[src/rtl/cam_pkg.sv]
package cam_pkg;
  localparam int STAT_W     = 32;
  localparam int ADDR_FLD_W = 27;

  typedef struct packed {
    logic skip;
    logic empty;
  } vtag_t;

  localparam vtag_t TAG_RESET = '{skip: 1'b0, empty: 1'b1};
  localparam vtag_t TAG_VALID = '{skip: 1'b0, empty: 1'b0};
endpackage

[src/rtl/cam_entry_store.sv]
module cam_entry_store
  import cam_pkg::*;
#(
  parameter int ENTRIES = 16,
  parameter int KEY_W   = 64,
  localparam int AW     = $clog2(ENTRIES)
) (
  input  logic                          clk,
  input  logic                          rst_n,
  input  logic                          wr_fire,
  input  logic [AW-1:0]                 wr_addr,
  input  logic [KEY_W-1:0]              wr_key,
  input  vtag_t                         wr_tag,
  input  logic                          rd_fire,
  input  logic [AW-1:0]                 rd_addr,
  output logic                          rsp_valid,
  output logic [KEY_W-1:0]              rsp_key,
  output vtag_t                         rsp_tag,
  output vtag_t                         last_tag,
  output logic [ENTRIES-1:0][KEY_W-1:0] keys,
  output vtag_t [ENTRIES-1:0]           tags,
  output logic                          any_empty
);
  logic [ENTRIES-1:0] empty_vec;

  for (genvar g = 0; g < ENTRIES; g++) begin : g_ent
    always_ff @(posedge clk or negedge rst_n) begin
      if (!rst_n) begin
        keys[g] <= '0;
        tags[g] <= TAG_RESET;
      end else if (wr_fire && wr_addr == AW'(g)) begin
        keys[g] <= wr_key;
        tags[g] <= wr_tag;
      end
    end
    assign empty_vec[g] = tags[g].empty;
  end

  assign any_empty = |empty_vec;

  always_ff @(posedge clk or negedge rst_n) begin
    if (!rst_n) begin
      rsp_valid <= 1'b0;
      rsp_key   <= '0;
      rsp_tag   <= TAG_RESET;
      last_tag  <= 2'b11;
    end else begin
      rsp_valid <= rd_fire;
      if (rd_fire) begin
        rsp_key  <= keys[rd_addr];
        rsp_tag  <= tags[rd_addr];
        last_tag <= tags[rd_addr];
      end
    end
  end


  wr_tag_lands_chk: assert property (@(posedge clk) disable iff (!rst_n)
    $past(wr_fire) |-> tags[$past(wr_addr)] == $past(wr_tag));

  rd_resp_chk: assert property (@(posedge clk) disable iff (!rst_n)
    $past(rd_fire) && !($past(wr_fire) && $past(wr_addr) == $past(rd_addr))
      |-> rsp_key == keys[$past(rd_addr)]);
endmodule

[src/rtl/cam_match_vec.sv]
module cam_match_vec
  import cam_pkg::*;
#(
  parameter int ENTRIES = 16,
  parameter int KEY_W   = 64
) (
  input  logic [ENTRIES-1:0][KEY_W-1:0] keys,
  input  vtag_t [ENTRIES-1:0]           tags,
  input  logic [KEY_W-1:0]              cmp_key,
  input  logic [KEY_W-1:0]              cmp_mask,
  input  logic                          cmp_forced,
  input  vtag_t                         cmp_tag,
  output logic [ENTRIES-1:0]            hit_vec
);
  for (genvar g = 0; g < ENTRIES; g++) begin : g_cmp
    logic key_eq;
    logic eligible;
    assign key_eq   = ~|((keys[g] ^ cmp_key) & ~cmp_mask);
    assign eligible = cmp_forced ? (tags[g] == cmp_tag) : (tags[g] == TAG_VALID);
    assign hit_vec[g] = key_eq && eligible;
  end
endmodule

[src/rtl/cam_prio_pick.sv]
module cam_prio_pick #(
  parameter int ENTRIES = 16,
  localparam int AW     = $clog2(ENTRIES)
) (
  input  logic               clk,
  input  logic               rst_n,
  input  logic [ENTRIES-1:0] hit_vec,
  output logic               any_hit,
  output logic               multi_hit,
  output logic [AW-1:0]      win_idx
);
  always_comb begin
    win_idx = '0;
    for (int i = ENTRIES - 1; i >= 0; i--) begin
      if (hit_vec[i]) win_idx = AW'(i);
    end
  end

  assign any_hit   = |hit_vec;
  assign multi_hit = |(hit_vec & (hit_vec - ENTRIES'(1)));


  win_is_lowest_chk: assert property (@(posedge clk) disable iff (!rst_n)
    any_hit |-> hit_vec[win_idx] && ((hit_vec & ((ENTRIES'(1) << win_idx) - ENTRIES'(1))) == '0));

  multi_count_chk: assert property (@(posedge clk) disable iff (!rst_n)
    multi_hit == ($countones(hit_vec) > 1));
endmodule

[src/rtl/cam_status_engine.sv]
module cam_status_engine
  import cam_pkg::*;
#(
  parameter int ENTRIES = 16,
  parameter int KEY_W   = 64,
  localparam int AW     = $clog2(ENTRIES)
) (
  input  logic             clk,
  input  logic             rst_n,
  input  logic             wr_valid,
  output logic             wr_ready,
  input  logic [AW-1:0]    wr_addr,
  input  logic [KEY_W-1:0] wr_key,
  input  logic [1:0]       wr_tag,
  input  logic             rd_valid,
  output logic             rd_ready,
  input  logic [AW-1:0]    rd_addr,
  output logic             rsp_valid,
  output logic [KEY_W-1:0] rsp_key,
  output logic [1:0]       rsp_tag,
  input  logic             cmp_go,
  input  logic             cmp_forced,
  input  logic [1:0]       cmp_tag,
  input  logic [KEY_W-1:0] cmp_key,
  input  logic [KEY_W-1:0] cmp_mask,
  output logic [31:0]      status
);
  logic                          wr_fire, rd_fire, any_empty;
  logic [ENTRIES-1:0][KEY_W-1:0] keys;
  vtag_t [ENTRIES-1:0]           tags;
  vtag_t                         rsp_tag_s, last_tag;
  logic [ENTRIES-1:0]            hit_vec;
  logic                          any_hit, multi_hit;
  logic [AW-1:0]                 win_idx;
  logic                          match_n_q, multi_n_q;
  logic [ADDR_FLD_W-1:0]         addr_q;

  assign wr_ready = !cmp_go;
  assign rd_ready = !cmp_go;
  assign wr_fire  = wr_valid && wr_ready;
  assign rd_fire  = rd_valid && rd_ready;

  cam_entry_store #(.ENTRIES(ENTRIES), .KEY_W(KEY_W)) store_i (
    .clk(clk), .rst_n(rst_n),
    .wr_fire(wr_fire), .wr_addr(wr_addr), .wr_key(wr_key), .wr_tag(vtag_t'(wr_tag)),
    .rd_fire(rd_fire), .rd_addr(rd_addr),
    .rsp_valid(rsp_valid), .rsp_key(rsp_key), .rsp_tag(rsp_tag_s),
    .last_tag(last_tag), .keys(keys), .tags(tags), .any_empty(any_empty)
  );

  cam_match_vec #(.ENTRIES(ENTRIES), .KEY_W(KEY_W)) match_i (
    .keys(keys), .tags(tags), .cmp_key(cmp_key), .cmp_mask(cmp_mask),
    .cmp_forced(cmp_forced), .cmp_tag(vtag_t'(cmp_tag)), .hit_vec(hit_vec)
  );

  cam_prio_pick #(.ENTRIES(ENTRIES)) pick_i (
    .clk(clk), .rst_n(rst_n), .hit_vec(hit_vec),
    .any_hit(any_hit), .multi_hit(multi_hit), .win_idx(win_idx)
  );

  always_ff @(posedge clk or negedge rst_n) begin
    if (!rst_n) begin
      match_n_q <= 1'b1;
      multi_n_q <= 1'b1;
      addr_q    <= '1;
    end else if (cmp_go) begin
      match_n_q <= !any_hit;
      multi_n_q <= !multi_hit;
      addr_q    <= any_hit ? {{(ADDR_FLD_W-AW){1'b0}}, win_idx} : '1;
    end
  end

  assign rsp_tag = rsp_tag_s;
  assign status  = {any_empty, multi_n_q, last_tag, addr_q, match_n_q};


  multi_needs_match_chk: assert property (@(posedge clk) disable iff (!rst_n)
    !status[30] |-> !status[0]);

  nomatch_ones_chk: assert property (@(posedge clk) disable iff (!rst_n)
    status[0] |-> status[27:1] == '1);

  hold_between_chk: assert property (@(posedge clk) disable iff (!rst_n)
    !$past(cmp_go) |-> $stable(status[30]) && $stable(status[27:0]));

  no_write_on_cmp_chk: assert property (@(posedge clk) disable iff (!rst_n)
    cmp_go |-> !wr_fire && !rd_fire);
endmodule

[config.mk]
export PLATFORM = sky130hd
export DESIGN_NAME = cam_status_engine
export DESIGN_NICKNAME = d
export VERILOG_FILES = /design/src/rtl/cam_pkg.sv /design/src/rtl/cam_entry_store.sv /design/src/rtl/cam_match_vec.sv /design/src/rtl/cam_prio_pick.sv /design/src/rtl/cam_status_engine.sv
export SDC_FILE = /design/constraint.sdc
export NUM_CORES = 2
export LEC_CHECK = 0
export ABC_AREA = 0
export BUFFER_PORTS_ARGS = -buffer_cell sky130_fd_sc_hd__buf_2
export CAP_MARGIN = 30
export CELL_PAD_IN_SITES_DETAIL_PLACEMENT = 0
export CELL_PAD_IN_SITES_GLOBAL_PLACEMENT = 1
export CORE_MARGIN = 5
export CORE_UTILIZATION = 40
export DETAILED_ROUTE_END_ITERATION = 8
export PLACE_DENSITY_LB_ADDON = 0.1
export SYNTH_ARGS = -nofsm -noshare
export SYNTH_HDL_FRONTEND = slang
export SYNTH_SLANG_ARGS = --single-unit
export TNS_END_PERCENT = 30
[constraint.sdc]
create_clock -name clk -period 6.6 [get_ports clk]
set_input_delay 0.33 -clock clk [delete_from_list [all_inputs] [get_ports clk]]
set_output_delay 0.33 -clock clk [all_outputs]
set_load 0.03 [all_outputs]
==> results_dict.tcl <==
set metrics [dict create \
    status "completed" \
    whs_ps 59.6 \
    clock.fmax_mhz 226 \
    dr.pass1.iters 6 \
    p_leak_nw 29.7 \
    p_sw_frac 0.400 \
    synth_async_sr_flop_share 1.00 \
    worstPathArrival_ps 5160 \
    final_hold_viol_count 0 \
    synth_edf_count 0 \
    rows 149 \
    final_util 0.448 \
    nFillCells 15400 \
    worst-path-max-fanout 6 \
    via_count 49800 \
    ys.flop_type "dfrtp_1" \
    stdcell_count 7486 \
    grt_max_degree 146 \
    vias_per_cell 6.65 \
    drt-initial-drc-count 6824 \
    p_clk_frac 0.282 \
    area_growth_pct 11.7 \
    ys_seq_elements 1130 \
    pwr-share-seq 0.365 \
    avgSynthCellArea_um2 13.1 \
    clkLatencyLatePin_ps 850 \
    io_pins 311 \
    antenna_found_initial 76 \
    period_share 0.671 \
    grt_use_total 0.446 \
    clockRootBuffer "clkbuf_16" \
    post_cts_buffers 0 \
    rsz0062_at_grt "no" \
    p_sw_mw 10.7 \
    clock_sinks 1130 \
    postLayoutCellArea_mm2 0.0737 \
    clk_pin_slew_ps 60 \
    cts_buffers 138 \
    slew_headroom 0.159 \
    syn_inst 5053 \
    rrSetupSlack_ps 2170 \
    finalWeightedCongestion 1.10 \
    cts_tree "built" \
    ys.warnings.count 0 \
    grt_pass1_vias 47600 \
    grt_pass1_wl_mm 506 \
    crit_required_ps 7330 \
    critPathKind "reg2reg" \
    layout_commonest_cell "mux2_2" \
    worst_pin_slew_ps 1260 \
    synth_fp_nets 5263 \
    place.detailed.hpwl_mm 300 \
    start_kind "flop" \
    vdd_ir_drop_max_mv 0.300 \
    h-tree-depth 4 \
    clock_skew_ps 38.5 \
    setup_violations 0 \
    drc 0 \
    die_w_um 416 \
    final_max_slew_viol_count 0 \
    fin_tns_setup_ps 0 \
    ys_seq_area_frac 0.429 \
    dpl_cell_area_mm2 0.0686 \
    finish.net_count 5382 \
    wl_mm 394 \
    wl_per_cell_um 52.6 \
    synth_cell_types 54 \
    cap_violations 0 \
    p_per_area_mw_per_mm2 365 \
    ant_nets 0 \
    grt-ovfl-total 0 \
    numPortBuffers 310 \
    power_frac_comb 0.352 \
    intPower_mw 16.1 \
    initial_utilization 0.401 \
    clockBufferDepth 3 \
    die_height_um 416 \
    dp_cells 7151 \
    drive_gt1_frac 0.416 \
    layout_min_cycle_time_ps 4430 \
    crit_path_end_kind "flop" \
    synth_area_mm2 0.0660 \
    hold_path.class "in2async" \
    dieArea_mm2 0.173 \
    layout_common_cells "mux2_2, dfrtp_1, xnor2_1, o22ai_1, mux4_2" \
    core_area_mm2 0.164 \
]
## worst max-delay path, cell delays in order, from the launching register on
cell      delay, ps
dfrtp_1         410
xnor2_1         810
o22ai_1         490
nor4_1          460
nand4_1         430
nor4_2          880
or2_1           260
or3_4           160
o32ai_1         110
a2bb2o_4        240
o32ai_2          80
## routing by layer
metal  wire length [um]  track usage  vias to the layer above
met3              36000        0.126                      774
met1             161000        0.600                    27100
met2             167000        0.638                     3046
li1                   -            -                    18800
met5                227            0                        -
met4              29600        0.269                       32
## state kept, by name, indices dropped and copies added (netlist names)
| signal | count |
|---|---|
| store_i.keys | 1024 |
| store_i.rsp_key | 64 |
| store_i.tags | 32 |
| addr_q | 5 |
| store_i.rsp_tag | 2 |
| multi_n_q | 1 |
| store_i.last_tag | 1 |
| store_i.rsp_valid | 1 |
## worst paths after layout
| kind | start | endpoint | cells past startpoint |
|---|---|---|---|
| max reg2reg | store_i.keys[704] | multi_n_q | 10 |
| min in group clk | wr_key[0] | store_i.keys[384] | 2 |
| min | rst_n | store_i.rsp_tag[1] | 2 |
| max in group asynchronous | rst_n | store_i.tags[23] | 4 |
| min reg2reg | store_i.last_tag[1] | store_i.last_tag[1] | 2 |
| max | store_i.keys[704] | multi_n_q | 10 |
## cell families (layout without fill, tap and decap cells)
group	Yosys count	after routing	synth area share
adders and majority gates	1	1	0.000171
AOI/OAI and AO/OA	593	593	0.0580
muxes	1451	1451	0.304
and+or+nand+nor	294	294	0.0251
other	0	29	0
xor gates and xnor gates	1024	1024	0.136
buffers and inverters	560	775	0.0477
DFF	1130	1130	0.429
## cell type report
class / instances / area [um^2] / share of cell area
diodes: 29 / 72.6 / 0.000985
clock buffers: 208 / 4040 / 0.0548
clock inverters: 28 / 264 / 0.00358
inverters: 10 / 37.5 / 0.000509
multi-input cells: 3363 / 34700 / 0.470
flip-flops and latches: 1130 / 28300 / 0.384
well taps: 2189 / 2740 / 0.0372
repair buffers: 529 / 3560 / 0.0483
## power by group through the flow
stage	combinational [mW]	sequential (mW)	clock, mW
after global placement	8.93	9.82	0
after CTS	9.06	9.76	7.65
after detailed placement	8.99	9.87	0
after global routing	9.32	9.96	7.90
final	9.47	9.81	7.59
after floorplan	4.33	9.68	0
## Yosys cell counts (8+ instances only)
cell type,n,area [um^2]
mux2_2,1121,12600
dfrtp_1,1106,27700
xnor2_1,1022,8950
o22ai_1,514,3220
mux4_2,330,7430
clkbuf_1,277,1040
nor2_1,97,364
nor4_1,87,544
buf_4,85,638
buf_2,72,360
buf_6,52,586
buf_1,41,154
nand2_1,34,128
dfstp_2,24,631
a21oi_1,23,115
nand3_1,18,90.1
nand4_1,17,106
o2111ai_1,17,149
buf_8,14,210
a221oi_1,13,114
inv_1,10,37.5
nor2b_1,10,62.6
nor4_2,8,100
## metrics by stage
step                      total power [mW]  setup slack [ps]
after floorplan                       14.0              3960
after global placement                18.7              2060
after detailed placement              18.9              2140
after CTS                             26.5              2380
after global routing                  27.2              2310
final                                 26.9              2170
## what timing repair did
item / in CTS / in global routing
resized for setup: 0 / 0
endpoints found under the hold margin: 1001 / 0
hold buffers: 58 / 0
(Power assumes the default switching activity.)
